--- src/rtl/spi_slave_pkg.sv ---
package spi_slave_pkg;
  localparam logic [1:0] ADDR_CTRL = 2'd0;
  localparam logic [1:0] ADDR_STAT = 2'd1;
  localparam logic [1:0] ADDR_DATA = 2'd2;

  typedef struct packed {
    logic rxne_ie;
    logic txe_ie;
    logic en;
    logic sw_lvl;
    logic sw_sel;
    logic wide;
    logic lsb;
    logic cpol;
    logic cpha;
  } ctrl_t;

  localparam int CTRL_W = $bits(ctrl_t);
endpackage

--- src/rtl/spi_sync.sv ---
module spi_sync #(
  parameter int N = 3,
  parameter int STAGES = 2,
  parameter logic [N-1:0] RST_VAL = '0
) (
  input  logic         clk_i,
  input  logic         rst_ni,
  input  logic [N-1:0] d_i,
  output logic [N-1:0] q_o
);
  logic [N-1:0] stg [STAGES];

  for (genvar s = 0; s < STAGES; s++) begin : g_stage
    if (s == 0) begin : g_first
      always_ff @(posedge clk_i or negedge rst_ni)
        if (!rst_ni) stg[s] <= RST_VAL;
        else         stg[s] <= d_i;
    end else begin : g_next
      always_ff @(posedge clk_i or negedge rst_ni)
        if (!rst_ni) stg[s] <= RST_VAL;
        else         stg[s] <= stg[s-1];
    end
  end

  assign q_o = stg[STAGES-1];
endmodule

--- src/rtl/spi_shift_core.sv ---
module spi_shift_core import spi_slave_pkg::*; #(
  parameter int DW = 16
) (
  input  logic          clk_i,
  input  logic          rst_ni,
  input  logic          sel_i,
  input  logic          sck_i,
  input  logic          mosi_i,
  input  ctrl_t         ctrl_i,
  input  logic [DW-1:0] tx_word_i,
  output logic          load_o,
  output logic          done_o,
  output logic [DW-1:0] rx_word_o,
  output logic          miso_o
);
  localparam int HALF = DW / 2;
  localparam int CW = $clog2(DW);
  localparam logic [DW-1:0] HALF_MASK = {{(DW-HALF){1'b0}}, {HALF{1'b1}}};

  logic          sck_q, loaded;
  logic [CW-1:0] cnt, last;
  logic [DW-1:0] tx_sh, rx_sh, rx_nxt;
  logic          edge_s, lead_e, trail_e, sample_e, shift_e;

  assign edge_s   = sck_i ^ sck_q;
  assign lead_e   = edge_s && (sck_i != ctrl_i.cpol);
  assign trail_e  = edge_s && (sck_i == ctrl_i.cpol);
  assign sample_e = ctrl_i.cpha ? trail_e : lead_e;
  assign shift_e  = ctrl_i.cpha ? lead_e : trail_e;
  assign last     = ctrl_i.wide ? CW'(DW-1) : CW'(HALF-1);

  assign rx_nxt = ctrl_i.lsb ? {mosi_i, rx_sh[DW-1:1]} : {rx_sh[DW-2:0], mosi_i};
  always_comb begin
    if (ctrl_i.wide)     rx_word_o = rx_nxt;
    else if (ctrl_i.lsb) rx_word_o = rx_nxt >> HALF;
    else                 rx_word_o = rx_nxt & HALF_MASK;
  end

  assign miso_o = ctrl_i.lsb  ? tx_sh[0] :
                  ctrl_i.wide ? tx_sh[DW-1] : tx_sh[HALF-1];

  assign load_o = sel_i && !loaded;
  assign done_o = sel_i && loaded && sample_e && (cnt == last);

  always_ff @(posedge clk_i or negedge rst_ni) begin
    if (!rst_ni) begin
      sck_q  <= 1'b0;
      loaded <= 1'b0;
      cnt    <= '0;
      tx_sh  <= '0;
      rx_sh  <= '0;
    end else begin
      sck_q <= sck_i;
      if (!sel_i) begin
        loaded <= 1'b0;
        cnt    <= '0;
      end else if (!loaded) begin
        tx_sh  <= tx_word_i;
        loaded <= 1'b1;
        cnt    <= '0;
      end else begin
        // first shift edge of a frame keeps the bit presented at load
        if (shift_e && cnt != '0)
          tx_sh <= ctrl_i.lsb ? (tx_sh >> 1) : (tx_sh << 1);
        if (sample_e) begin
          rx_sh <= rx_nxt;
          if (cnt == last) begin
            cnt    <= '0;
            loaded <= 1'b0;
          end else begin
            cnt <= cnt + 1'b1;
          end
        end
      end
    end
  end

  a_r10_desel_resets: assert property (@(posedge clk_i) disable iff (!rst_ni)
    !sel_i |=> (cnt == '0 && !loaded));
  a_r6_single_load: assert property (@(posedge clk_i) disable iff (!rst_ni)
    load_o |=> !load_o);
  a_r7_done_ends_frame: assert property (@(posedge clk_i) disable iff (!rst_ni)
    done_o |=> (cnt == '0));
endmodule

--- src/rtl/spi_regif.sv ---
module spi_regif import spi_slave_pkg::*; #(
  parameter int DW = 16
) (
  input  logic          clk_i,
  input  logic          rst_ni,
  input  logic [1:0]    addr_i,
  input  logic          wr_en_i,
  input  logic          rd_en_i,
  input  logic [DW-1:0] wdata_i,
  output logic [DW-1:0] rdata_o,
  input  logic          load_i,
  input  logic          done_i,
  input  logic [DW-1:0] rx_word_i,
  output ctrl_t         ctrl_o,
  output logic [DW-1:0] tx_word_o,
  output logic          irq_o
);
  logic          txe, rxne, ovr, stat_seen;
  logic [DW-1:0] rx_buf;
  logic          data_wr, data_rd, stat_rd;

  assign data_wr = wr_en_i && addr_i == ADDR_DATA;
  assign data_rd = rd_en_i && addr_i == ADDR_DATA;
  assign stat_rd = rd_en_i && addr_i == ADDR_STAT;

  always_ff @(posedge clk_i or negedge rst_ni) begin
    if (!rst_ni) begin
      ctrl_o    <= '0;
      tx_word_o <= '0;
      rx_buf    <= '0;
      txe       <= 1'b1;
      rxne      <= 1'b0;
      ovr       <= 1'b0;
      stat_seen <= 1'b0;
    end else begin
      if (wr_en_i && addr_i == ADDR_CTRL) ctrl_o <= ctrl_t'(wdata_i[CTRL_W-1:0]);
      if (load_i) txe <= 1'b1;
      if (data_wr) begin
        tx_word_o <= wdata_i;
        txe       <= 1'b0;
      end
      if (stat_rd && ovr) stat_seen <= 1'b1;
      if (data_rd) begin
        rxne <= 1'b0;
        if (stat_seen) begin
          ovr       <= 1'b0;
          stat_seen <= 1'b0;
        end
      end
      if (done_i) begin
        if (rxne && !data_rd) begin
          ovr <= 1'b1;
        end else begin
          rx_buf <= rx_word_i;
          rxne   <= 1'b1;
        end
      end
    end
  end

  always_comb begin
    case (addr_i)
      ADDR_CTRL: rdata_o = {{(DW-CTRL_W){1'b0}}, ctrl_o};
      ADDR_STAT: rdata_o = {{(DW-3){1'b0}}, ovr, txe, rxne};
      ADDR_DATA: rdata_o = rx_buf;
      default:   rdata_o = '0;
    endcase
  end

  assign irq_o = (txe && ctrl_o.txe_ie) || (rxne && ctrl_o.rxne_ie);

  a_r6_txe_on_load: assert property (@(posedge clk_i) disable iff (!rst_ni)
    (load_i && !data_wr) |=> txe);
  a_r6_write_clears_txe: assert property (@(posedge clk_i) disable iff (!rst_ni)
    data_wr |=> !txe);
  a_r7_rxne_on_done: assert property (@(posedge clk_i) disable iff (!rst_ni)
    (done_i && !rxne) |=> (rxne && rx_buf == $past(rx_word_i)));
  a_r7_read_clears: assert property (@(posedge clk_i) disable iff (!rst_ni)
    (data_rd && !done_i) |=> !rxne);
  a_r8_ovr_keeps_buf: assert property (@(posedge clk_i) disable iff (!rst_ni)
    (done_i && rxne && !data_rd) |=> (ovr && $stable(rx_buf)));
endmodule

--- src/rtl/spi_slave_buf.sv ---
module spi_slave_buf import spi_slave_pkg::*; #(
  parameter int DW = 16,
  parameter int SYNC_STAGES = 2
) (
  input  logic          clk_i,
  input  logic          rst_ni,
  input  logic [1:0]    addr_i,
  input  logic          wr_en_i,
  input  logic          rd_en_i,
  input  logic [DW-1:0] wdata_i,
  output logic [DW-1:0] rdata_o,
  output logic          irq_o,
  input  logic          sck_i,
  input  logic          mosi_i,
  input  logic          nss_i,
  output logic          miso_o,
  output logic          miso_oe_o
);
  ctrl_t         ctrl;
  logic [DW-1:0] tx_word, rx_word;
  logic          load, done, sel;
  logic          sck_s, mosi_s, nss_s;

  spi_sync #(.N(3), .STAGES(SYNC_STAGES), .RST_VAL(3'b100)) u_sync (
    .clk_i (clk_i),
    .rst_ni(rst_ni),
    .d_i   ({nss_i, mosi_i, sck_i}),
    .q_o   ({nss_s, mosi_s, sck_s})
  );

  assign sel = ctrl.en && (ctrl.sw_sel ? !ctrl.sw_lvl : !nss_s);
  assign miso_oe_o = sel;

  spi_shift_core #(.DW(DW)) u_core (
    .clk_i    (clk_i),
    .rst_ni   (rst_ni),
    .sel_i    (sel),
    .sck_i    (sck_s),
    .mosi_i   (mosi_s),
    .ctrl_i   (ctrl),
    .tx_word_i(tx_word),
    .load_o   (load),
    .done_o   (done),
    .rx_word_o(rx_word),
    .miso_o   (miso_o)
  );

  spi_regif #(.DW(DW)) u_regs (
    .clk_i    (clk_i),
    .rst_ni   (rst_ni),
    .addr_i   (addr_i),
    .wr_en_i  (wr_en_i),
    .rd_en_i  (rd_en_i),
    .wdata_i  (wdata_i),
    .rdata_o  (rdata_o),
    .load_i   (load),
    .done_i   (done),
    .rx_word_i(rx_word),
    .ctrl_o   (ctrl),
    .tx_word_o(tx_word),
    .irq_o    (irq_o)
  );

  a_r12_disabled_quiet: assert property (@(posedge clk_i) disable iff (!rst_ni)
    !ctrl.en |-> (!load && !done));
  a_r5_sw_level_deselects: assert property (@(posedge clk_i) disable iff (!rst_ni)
    (ctrl.sw_sel && ctrl.sw_lvl) |-> !miso_oe_o);
endmodule

--- config.mk ---
export PLATFORM = sky130hd
export DESIGN_NAME = spi_slave_buf
export DESIGN_NICKNAME = d
export VERILOG_FILES = /design/src/rtl/spi_slave_pkg.sv /design/src/rtl/spi_sync.sv /design/src/rtl/spi_shift_core.sv /design/src/rtl/spi_regif.sv /design/src/rtl/spi_slave_buf.sv
export SDC_FILE = /design/constraint.sdc
export NUM_CORES = 1
export LEC_CHECK = 0
export BUFFER_PORTS_ARGS = -buffer_cell sky130_fd_sc_hd__buf_2
export CORE_MARGIN = 8
export CORE_UTILIZATION = 59
export CTS_CLUSTER_SIZE = 20
export DETAILED_ROUTE_END_ITERATION = 8
export PLACE_DENSITY = 0.84
export SYNTH_ARGS = -nofsm -noshare
export SYNTH_HDL_FRONTEND = slang
export SYNTH_SLANG_ARGS = --single-unit
--- constraint.sdc ---
create_clock -name clk_i -period 2.7 [get_ports clk_i]
set_clock_uncertainty 0.2 [all_clocks]
set_input_delay 0.27 -clock clk_i [delete_from_list [all_inputs] [get_ports clk_i]]
set_output_delay 0.27 -clock clk_i [all_outputs]
set_load 0.05 [all_outputs]
==> results of run 1 <==
[critical path: stages, from the launching register on]
cell and delay [ns]:
dfrtp_2 0.90, mux2i_1 0.15, o21ai_1 0.17, buf_2 0.28
[state kept, by name, indices dropped and copies added, names as in the netlist]
signal,flops
u_regs.txe,1
u_sync.q_o,3
u_regs.stat_seen,1
u_core.cnt,4
u_core.sck_q,1
u_core.tx_sh,16
u_regs.rxne,1
u_regs.ovr,1
u_sync.stg,3
u_core.loaded,1
u_regs.tx_word_o,16
u_core.rx_sh,16
u_regs.rx_buf,16
u_regs.ctrl_o,9
[cells in the final DEF (no fill, tap or decap), types with 9 or more instances in the layout]
cell,netlist,layout
a31oi_1,11,11
o21ai_0,10,9
mux2_2,66,66
a21oi_1,34,34
inv_1,15,15
buf_4,1,11
dlygate4sd3_1,0,20
dfrtp_1,86,85
mux2i_1,51,51
nor2_1,29,29
clkbuf_8,0,10
buf_2,7,42
and2_1,9,9
nand2_1,21,21
[cell families after synthesis]
kind of cell / share of synthesized area [%]
AOI/OAI and AO/OA: 7.54
and+or+nand+nor: 8.37
buffers and inverters: 3.70
muxes: 28.5
adders and majority gates: 0.569
xor gates and xnor gates: 0.569
DFF: 50.7
[metrics by stage]
stage / setup slack, ns / area (µm²) / total power [W] / std cells
floorplan: 0.134 / 4400 / 0.00272 / 382
detailed placement: 0.442 / 4730 / 0.00304 / 512
finish: 0.353 / 5170 / 0.00415 / 548
CTS: 0.364 / 5170 / 0.00416 / 548
global route: 0.182 / 5170 / 0.00438 / 548
global placement: 0.529 / 4730 / 0.00297 / 512
[worst max path at each step]
| stage | end | slack (ns) | cells past startpoint |
|---|---|---|---|
| 3_5_place_dp | u_regs.rx_buf[1] | 0.44 | 4 |
| 5_1_grt | rdata_o[2] | 0.18 | 3 |
| 2_1_floorplan | miso_o | 0.13 | 4 |
| 3_3_place_gp | u_regs.rx_buf[1] | 0.53 | 4 |
| 4_1_cts | rdata_o[2] | 0.36 | 3 |
| 6_report | rdata_o[2] | 0.35 | 3 |
[cell type report]
class                   count  area, µm²  share of cell area [%]
flip-flops and latches     89       2230                    43.2
inverters                  15       56.3                    1.09
well taps                  99        124                    2.40
clock buffers              10        138                    2.66
multi-input cells         255       2000                    38.7
repair buffers             74        513                    9.92
clock inverters             6        105                    2.03
[routing by layer]
layer	part of all wire (%)	vias to the layer above	global-route usage (%)
li1	-	1469	-
met2	48	79	29.6
met5	0	-	0
met1	45	1506	25.5
met4	1.4	0	7.34
met3	6.4	11	4.63
[power by group through the flow]
stage | registers [W] | logic (W) | clock network [W]
after CTS | 0.00192 | 0.00113 | 0.00111
after floorplan | 0.00180 | 0.000919 | 0
after detailed placement | 0.00194 | 0.00110 | 0
after global routing | 0.00196 | 0.00124 | 0.00118
after global placement | 0.00191 | 0.00105 | 0
final | 0.00192 | 0.00113 | 0.00110
[synth_stat cells (all sizes together) (2+ instances only)]
library cell	number
nor2b	4
nand3b	2
and3	2
mux2i	51
buf	12
dfrtp	86
o21ai	10
clkbuf	11
a31oi	11
and2	9
nand3	2
nor2	29
inv	15
or3	2
nand2	21
ha	2
a21oi	34
mux2	66
dfstp	3
[repair_timing]
action,in CTS,in global routing
hold buffers,20,0
buffers inserted,0,0
hold endpoints to repair,69,0
==> reports/qor.csv, run 1 <==
stage,metric,value,unit
pwr,switching fraction of total power,32.6,%
worst_hold_path,count of cells along the worst hold path,3,
routing,count of unresolved DRC violations after routing,0,
synth,synthesized instance count,382,
setup_path,Setup crit start kind,flop,
synth,post-synthesis average cell area,11.5,µm²
synth,#FFs+latches synth,89,
timing,crit share post-route,86.9,%
flow_run,MaxCap Viol Count,0,
pwr,VDD IR max,0.000477,V
synth,most used flip-flop cell after synthesis,dfrtp_1,
routing,"wirelength, routed",9.32,mm
clock_tree,clock latency at the later pin of the worst-skew pair,0.36,ns
floorplan,area of the core,7250,µm²
synth,YS warnings,0,
floorplan,count of pins on the block boundary,44,
timing,actual slew at the worst max-slew pin,0.815,ns
floorplan,height of the die,102,µm
synth,number of enable flip-flop cells after synthesis,0,
global_routing,wire length of the first global-routing pass,15.5,mm
routing,WL per Instance,17.0,µm
timing,unrepaired setup endpoints after global routing,false,
synth,"FFs w/ async S/R, synth",100,%
cells_and_area,# nets final,471,
clock_tree,CTS Root Cell,clkbuf_8,
routing,iteration-0 DRC count of the detailed router,143,
pwr,logic gate share of total power,27.2,%
cells_and_area,number of filler cells placed in the layout,523,
synth,top cell type by total area after synthesis,dfrtp_1,
setup_path,maximum fanout along the worst path,39,
timing,setup TNS after final layout,0,ns
clock_tree,clock tree from TritonCTS,yes,
setup_path,element type at the critical path end,output port,
pwr,internal cell power,0.00280,W
synth,area of the mapped netlist,4400,µm²
timing,max-slew violation count,0,
global_routing,GRT Util Overall,19.2,%
cells_and_area,Layout area overhead,17.6,%
setup_path,register-to-register setup slack,0.43,ns
synth,largest cells by area after synthesis,"dfrtp_1 (49%), mux2_2 (17%), mux2i_1 (12%), a21oi_1 (3.9%), nor2_1 (2.5%)",
synth,"Seq/Total Area, Yosys",50.7,%
timing,smallest hold slack,0.0629,ns
pwr,part of the total power dissipated in sequential elements,46.4,%
setup_path,critical register-to-register path startpoint,u_regs.ctrl_o[1],
clock_tree,number of buffers between clock root and the deepest sink,2,
placed_design,Final HPWL DP,6.36,mm
clock_tree,count of clock tree sinks,89,
timing,Fmax,426,MHz
setup_path,start point of the critical path,u_regs.ctrl_o[2],
global_routing,number of antenna violations at the first check in global routing,0,
floorplan,initial cell density of the core,60.6,%
synth,fraction of synthesized cell area taken by the top area cell type,48.9,%
pwr,fraction of power consumed by the clock network,26.5,%
cells_and_area,fin util,71.3,%
timing,fin crit period,2.35,ns
setup_path,end of the worst register-to-register path,u_core.rx_sh[13],
setup_path,critical path required time,2.23,ns
routing,count of nets left with antenna violations after detail routing,0,
routing,count of TritonRoute iterations in the first routing pass,4,
timing,Final setup viols,0,
status,result of the run,"complete, no violations",
worst_hold_path,worst hold start,rd_en_i,
worst_hold_path,worst-case hold path end point,u_regs.stat_seen,
synth,net count after synthesis,409,
routing,total via count after detailed routing,3065,
setup_path,Setup Crit Path Kind,flop to output port,
cells_and_area,antenna diode count,0,
timing,count of endpoints failing hold in the final timing report,0,
pwr,total net switching power,0.00135,W
floorplan,die span in x,102,µm
pwr,power density over the cells,803,nW/µm²
timing,Worst slew margin,45.7,%
global_routing,total grt overflow,0,
floorplan,Total Die Area,10500,µm²
pwr,standby leakage power,2.50,nW
setup_path,worst-case reg-to-reg path depth,4,
synth,Netlist cell types,32,
worst_hold_path,Tightest Hold Check Type,input port to flop,
global_routing,via count of the first global-routing pass,3112,
cells_and_area,fraction of layout cells with a size suffix above 1,31.8,%
clock_tree,Num CTS Buffers,9,
global_routing,maximum number of pins on one net before global-route repair,47,
clock_tree,cts repair resizes,0,
routing,routed via count divided by cell count,5.59,
clock_tree,post-CTS clock slew at the launch and capture registers of the worst setup and hold paths,0.08,ns
placed_design,count of buffers from port buffering,43,
placed_design,last weighted congestion value of the routability-driven placer,0.815,
setup_path,"Arr. time, crit path",1.88,ns
floorplan,Std-Cell Rows,31,
clock_tree,depth of the CTS H-tree,3,
Note: power is estimated with default switching activity, not from simulation.
==> run 2, diff against run 1 <==
--- a/config.mk
+++ b/config.mk
@@ -10,7 +10,8 @@
 export CORE_UTILIZATION = 59
 export CTS_CLUSTER_SIZE = 20
 export DETAILED_ROUTE_END_ITERATION = 8
-export PLACE_DENSITY = 0.84
+export HOLD_SLACK_MARGIN = 0.06
+export PLACE_DENSITY = 0.92
 export SYNTH_ARGS = -nofsm -noshare
 export SYNTH_HDL_FRONTEND = slang
 export SYNTH_SLANG_ARGS = --single-unit
==> reports/qor.csv, run 2 (synthesis gave the netlist of run 1 again) <==
stage,metric,value,unit
clock_tree,number of buffers between clock root and the deepest sink,2,
timing,actual slew at the worst max-slew pin,0.834,ns
cells_and_area,most frequent cells in the layout,"dfrtp_1 (85), mux2_2 (66), mux2i_1 (51), buf_2 (42), a21oi_1 (34)",
setup_path,element type at the critical path end,output port,
pwr,fraction of power consumed by the clock network,23.2,%
timing,Final WS setup,0.292,ns
routing,count of nets left with antenna violations after detail routing,0,
setup_path,"Arr. time, crit path",1.94,ns
global_routing,wire length of the first global-routing pass,17.3,mm
routing,total via count after detailed routing,3226,
clock_tree,cts repair resizes,0,
setup_path,critical register-to-register path startpoint,u_regs.ctrl_o[1],
pwr,internal cell power,0.00261,W
global_routing,total grt overflow,0,
global_routing,number of antenna violations at the first check in global routing,0,
timing,unrepaired setup endpoints after global routing,false,
timing,crit share post-route,89.2,%
routing,iteration-0 DRC count of the detailed router,309,
setup_path,largest incremental delay on the critical path,0.69,ns
routing,"wirelength, routed",10.5,mm
flow_run,MaxCap Viol Count,0,
floorplan,Std-Cell Rows,31,
worst_hold_path,Tightest Hold Check Type,flop to flop,
pwr,switching fraction of total power,35.7,%
setup_path,maximum fanout along the worst path,26,
floorplan,initial cell density of the core,60.6,%
global_routing,GRT Util Overall,21.8,%
cells_and_area,# nets final,471,
routing,count of unresolved DRC violations after routing,0,
cells_and_area,fin util,70.7,%
floorplan,Total Die Area,10500,µm²
clock_tree,cts hold-fix bufs,21,
global_routing,maximum number of pins on one net before global-route repair,56,
routing,count of TritonRoute iterations in the first routing pass,6,
setup_path,Setup crit start kind,flop,
setup_path,Worst setup endpoint,miso_o,
cells_and_area,fraction of layout cells with a size suffix above 1,31.4,%
clock_tree,clock tree from TritonCTS,yes,
clock_tree,depth of the CTS H-tree,3,
status,result of the run,"complete, no violations",
pwr,total net switching power,0.00145,W
timing,max-slew violation count,0,
timing,Final setup viols,0,
floorplan,height of the die,102,µm
pwr,power density over the cells,792,nW/µm²
pwr,standby leakage power,2.47,nW
timing,smallest hold slack,0.157,ns
pwr,logic gate share of total power,29.4,%
timing,setup TNS after final layout,0,ns
clock_tree,CTS Root Cell,clkbuf_8,
timing,Fmax,415,MHz
setup_path,cells along the critical path,buf_4 -> nand2_1 -> o21ai_0 -> buf_2,
clock_tree,post-CTS clock slew at the launch and capture registers of the worst setup and hold paths,0.09,ns
setup_path,start point of the critical path,u_regs.ctrl_o[2],
timing,Worst slew margin,44.3,%
pwr,part of the total power dissipated in sequential elements,47.5,%
placed_design,last weighted congestion value of the routability-driven placer,0.814,
clock_tree,count of clock tree sinks,89,
timing,fin crit period,2.41,ns
setup_path,critical path's slowest cell,dfrtp_2,
cells_and_area,Layout area overhead,16.6,%
clock_tree,Num CTS Buffers,9,
setup_path,Setup Crit Path Kind,flop to output port,
pwr,VDD IR max,0.000333,V
setup_path,register-to-register setup slack,0.41,ns
setup_path,end of the worst register-to-register path,u_core.rx_sh[9],
placed_design,Final HPWL DP,6.76,mm
cells_and_area,antenna diode count,0,
placed_design,count of buffers from port buffering,43,
setup_path,worst-case reg-to-reg path depth,4,
routing,WL per Instance,19.2,µm
setup_path,critical path required time,2.23,ns
routing,routed via count divided by cell count,5.89,
floorplan,area of the core,7250,µm²
global_routing,via count of the first global-routing pass,3469,
floorplan,die span in x,102,µm
clock_tree,post-CTS setup repair buffer count,0,
cells_and_area,most frequent standard cell in the layout excluding fill and tap cells,dfrtp_1,
timing,count of endpoints failing hold in the final timing report,0,
pwr,overall power after layout,0.00406,W
placed_design,pre-CTS WS,0.450,ns
clock_tree,clock latency at the later pin of the worst-skew pair,0.37,ns
floorplan,count of pins on the block boundary,44,
run 2: how the worst min path moves through the flow:
stage | startpoint | end | slack (ns) | cells after the start
2_1_floorplan | rst_ni | u_core.cnt[0] | -0.23 | 0
3_3_place_gp | u_sync.stg[4] | u_sync.q_o[1] | 0.13 | 0
3_5_place_dp | u_sync.stg[4] | u_sync.q_o[1] | 0.14 | 0
4_1_cts | u_sync.stg[4] | u_sync.q_o[1] | 0.16 | 0
5_1_grt | addr_i[1] | u_regs.stat_seen | 0.18 | 2
6_report | u_sync.stg[4] | u_sync.q_o[1] | 0.16 | 0
run 2: area by class of cell:
type,count,area [µm²]
flip-flops and latches,89,2230
clock inverters,5,55.1
fillers,479,2130
inverters,15,56.3
well taps,99,124
clock buffers,11,141
repair buffers,74,515
multi-input cells,255,2000
run 2: through the flow:
step	cell area, µm²	cells
final	5130	548
after global routing	5130	548
after CTS	5130	548
after detailed placement	4720	511
after global placement	4720	511
after floorplan	4400	382
run 2: worst max-delay path, delay by kind of cell (launching register included):
| kind | cells | cell delay (ns) |
|---|---|---|
| buffers and inverters | 2 | 0.69 |
| flip-flops | 1 | 0.69 |
| AO/OA/AOI/OAI | 1 | 0.09 |
| AND/OR/NAND/NOR | 1 | 0.09 |
run 2: metal layers:
| metal | global-route usage [%] | part of all wire, % |
|---|---|---|
| met1 | 26.7 | 43 |
| met4 | 13.8 | 3.7 |
| met5 | 0 | 0 |
| met3 | 3.81 | 5.2 |
| met2 | 34.7 | 48 |
run 2: power by group through the flow:
stage	combinational, W	sequential (W)	clock [W]
6_report	0.00119	0.00193	0.000941
5_1_grt	0.00129	0.00195	0.000996
4_1_cts	0.00116	0.00190	0.000929
3_5_place_dp	0.00113	0.00193	0
3_3_place_gp	0.00106	0.00189	0
2_1_floorplan	0.000919	0.00180	0
==> run 3, diff against run 2 <==
--- a/config.mk
+++ b/config.mk
@@ -5,6 +5,7 @@
 export SDC_FILE = /design/constraint.sdc
 export NUM_CORES = 1
 export LEC_CHECK = 0
+export ABC_CLOCK_PERIOD_IN_PS = 2700
 export BUFFER_PORTS_ARGS = -buffer_cell sky130_fd_sc_hd__buf_2
 export CORE_MARGIN = 8
 export CORE_UTILIZATION = 59
@@ -14,4 +15,5 @@
 export PLACE_DENSITY = 0.92
 export SYNTH_ARGS = -nofsm -noshare
 export SYNTH_HDL_FRONTEND = slang
+export SYNTH_HIERARCHICAL = 1
 export SYNTH_SLANG_ARGS = --single-unit
==> reports/qor.csv, run 3 <==
stage,metric,value,unit
clock_tree,clock tree from TritonCTS,yes,
timing,fin crit period,2.53,ns
flow_run,MaxCap Viol Count,0,
timing,actual slew at the worst max-slew pin,0.574,ns
global_routing,number of antenna violations at the first check in global routing,0,
floorplan,Total Die Area,10500,µm²
floorplan,Std-Cell Rows,31,
cells_and_area,# nets final,449,
setup_path,"Arr. time, crit path",2.58,ns
timing,setup TNS after final layout,0,ns
global_routing,via count of the first global-routing pass,3371,
pwr,VDD IR max,0.000540,V
placed_design,last weighted congestion value of the routability-driven placer,0.871,
timing,Final WS setup,0.170,ns
cells_and_area,area used by sequential logic in the layout,2230,µm²
synth,Synth top cells by count,"dfrtp_1 (86), mux2_2 (55), mux2i_1 (29)",
placed_design,post-placement cell count,489,
setup_path,start point of the critical path,u_regs/ctrl_o[1],
synth,area of the mapped netlist,4430,µm²
placed_design,count of buffers from port buffering,43,
synth,"FFs w/ async S/R, synth",100,%
clock_tree,Num CTS Buffers,9,
synth,net count after synthesis,389,
routing,WL per Instance,20.7,µm
routing,count of unresolved DRC violations after routing,0,
floorplan,area of the core,7250,µm²
global_routing,wire length of the first global-routing pass,17.8,mm
cells_and_area,antenna diode count,0,
setup_path,register-to-register setup slack,0.17,ns
cells_and_area,number of filler cells placed in the layout,463,
setup_path,worst-case reg-to-reg path depth,6,
setup_path,element type at the critical path end,flop,
setup_path,Worst setup endpoint,u_regs/rx_buf[6],
setup_path,critical register-to-register path startpoint,u_regs/ctrl_o[1],
synth,synthesized instance count,362,
clock_tree,clock latency at the later pin of the worst-skew pair,0.36,ns
clock_tree,count of clock tree sinks,89,
routing,"wirelength, routed",10.9,mm
timing,Final setup viols,0,
placed_design,pre-CTS WS,0.294,ns
synth,Netlist cell types,39,
synth,post-synthesis average cell area,12.2,µm²
clock_tree,post-CTS clock slew at the launch and capture registers of the worst setup and hold paths,0.09,ns
global_routing,GRT Util Overall,22.4,%
cells_and_area,fraction of layout cells with a size suffix above 1,31.9,%
setup_path,critical path required time,2.75,ns
global_routing,maximum number of pins on one net before global-route repair,52,
routing,routed via count divided by cell count,6.03,
placed_design,Final HPWL DP,6.77,mm
cells_and_area,most frequent standard cell in the layout excluding fill and tap cells,dfrtp_1,
pwr,standby leakage power,2.46,nW
status,result of the run,"complete, no violations",
synth,YS warnings,6,
setup_path,end of the worst register-to-register path,u_regs/rx_buf[6],
routing,count of TritonRoute iterations in the first routing pass,5,
floorplan,height of the die,103,µm
setup_path,Setup crit start kind,flop,
setup_path,Setup Crit Path Kind,flop to flop,
cells_and_area,footprint of the multi-input gates,2040,µm²
clock_tree,CTS Root Cell,clkbuf_8,
timing,max-slew violation count,0,
timing,count of endpoints failing hold in the final timing report,0,
cells_and_area,final instance count without filler cells,526,
synth,top cell type by total area after synthesis,dfrtp_1,
synth,cell with the most instances after synthesis,dfrtp_1,
clock_tree,cts hold-fix bufs,21,
cells_and_area,fin util,70.8,%
clock_tree,cts repair resizes,0,
cells_and_area,Layout area overhead,16.1,%
global_routing,total grt overflow,0,
synth,fraction of synthesized cell area taken by the top area cell type,48.6,%
synth,"Seq/Total Area, Yosys",50.4,%
floorplan,die span in x,103,µm
timing,Worst slew margin,61.6,%
setup_path,maximum fanout along the worst path,16,
routing,total via count after detailed routing,3171,
timing,crit share post-route,93.7,%
clock_tree,post-CTS setup repair buffer count,0,
timing,unrepaired setup endpoints after global routing,false,
synth,most used flip-flop cell after synthesis,dfrtp_1,
timing,Fmax,395,MHz
floorplan,count of pins on the block boundary,44,
routing,count of nets left with antenna violations after detail routing,0,
timing,smallest hold slack,0.156,ns
floorplan,initial cell density of the core,61.0,%
clock_tree,depth of the CTS H-tree,3,
routing,iteration-0 DRC count of the detailed router,248,
cells_and_area,most frequent cells in the layout,"dfrtp_1 (85), mux2_2 (55), buf_2 (42), mux2i_1 (29), and2_1 (22)",
synth,number of enable flip-flop cells after synthesis,0,
pwr,power density over the cells,700,nW/µm²
clock_tree,number of buffers between clock root and the deepest sink,2,
worst_hold_path,Tightest Hold Check Type,input port to flop,
synth,#FFs+latches synth,89,
synth,largest cells by area after synthesis,"dfrtp_1 (49%), mux2_2 (14%), mux2i_1 (6.6%), mux2_1 (4.8%), and2_1 (3.3%)",
-- run 3: cells by family (layout without fill, tap and decap cells) --
family / Yosys count / count (layout) / synth area share (%)
AO/OA/AOI/OAI: 59 / 59 / 10.0
XOR/XNOR: 2 / 2 / 0.566
adder cells (fa/ha/maj): 2 / 2 / 0.565
buffers and inverters: 31 / 96 / 3.56
flip-flops: 89 / 89 / 50.4
multiplexers: 103 / 103 / 25.4
AND/OR/NAND/NOR: 76 / 76 / 9.47
-- run 3: how the worst min path moves through the flow --
stage,from,endpoint,slack [ns],depth (start not counted)
detailed placement,rst_ni,u_regs/tx_word_o[6],0.07,1
floorplan,rst_ni,u_core/cnt[0],-0.23,0
CTS,wr_en_i,u_regs/txe,0.14,3
global placement,rst_ni,u_regs/tx_word_o[6],0.07,1
global route,wr_en_i,u_regs/txe,0.17,3
finish,wr_en_i,u_regs/txe,0.16,3
-- run 3: per-stage QoR --
stage | total power [W] | cell area, µm²
floorplan | 0.00239 | 4430
finish | 0.00360 | 5140
global placement | 0.00257 | 4730
detailed placement | 0.00263 | 4730
CTS | 0.00357 | 5140
global route | 0.00375 | 5140
-- run 3: cell type report --
class / instances / area share, %
well taps: 99 / 2.41
repair buffers: 73 / 10.1
flip-flops and latches: 89 / 43.4
clock inverters: 4 / 1.02
clock buffers: 12 / 2.82
multi-input cells: 242 / 39.7
inverters: 7 / 0.511
-- run 3: power by group --
| group | leakage, nW | total (W) | internal [W] | switching [W] |
|---|---|---|---|---|
| Combinational | 1.22 | 0.000923 | 0.000461 | 0.000462 |
| Sequential | 1.14 | 0.00175 | 0.00155 | 0.000200 |
| Clock | 0.101 | 0.000925 | 0.000456 | 0.000469 |
| Total | 2.46 | 0.00360 | 0.00246 | 0.00113 |
-- run 3: per-layer routing --
layer	global-route usage [%]	part of all wire, %	routed length, µm	up-vias
li1	-	-	-	1422
met1	26.4	41	4420	1555
met2	37.7	50	5440	164
met3	5.27	6.8	735	30
met4	11.1	2.6	278	0
met5	0	0	0	-
-- run 3: critical path: stages, from the launching register on --
cell and delay, ns:
dfrtp_1 0.45, xnor2_2 0.31, mux2i_1 0.18, nor2_2 0.16, and2_1 0.19, a21boi_4 0.53
mux2_2 0.41
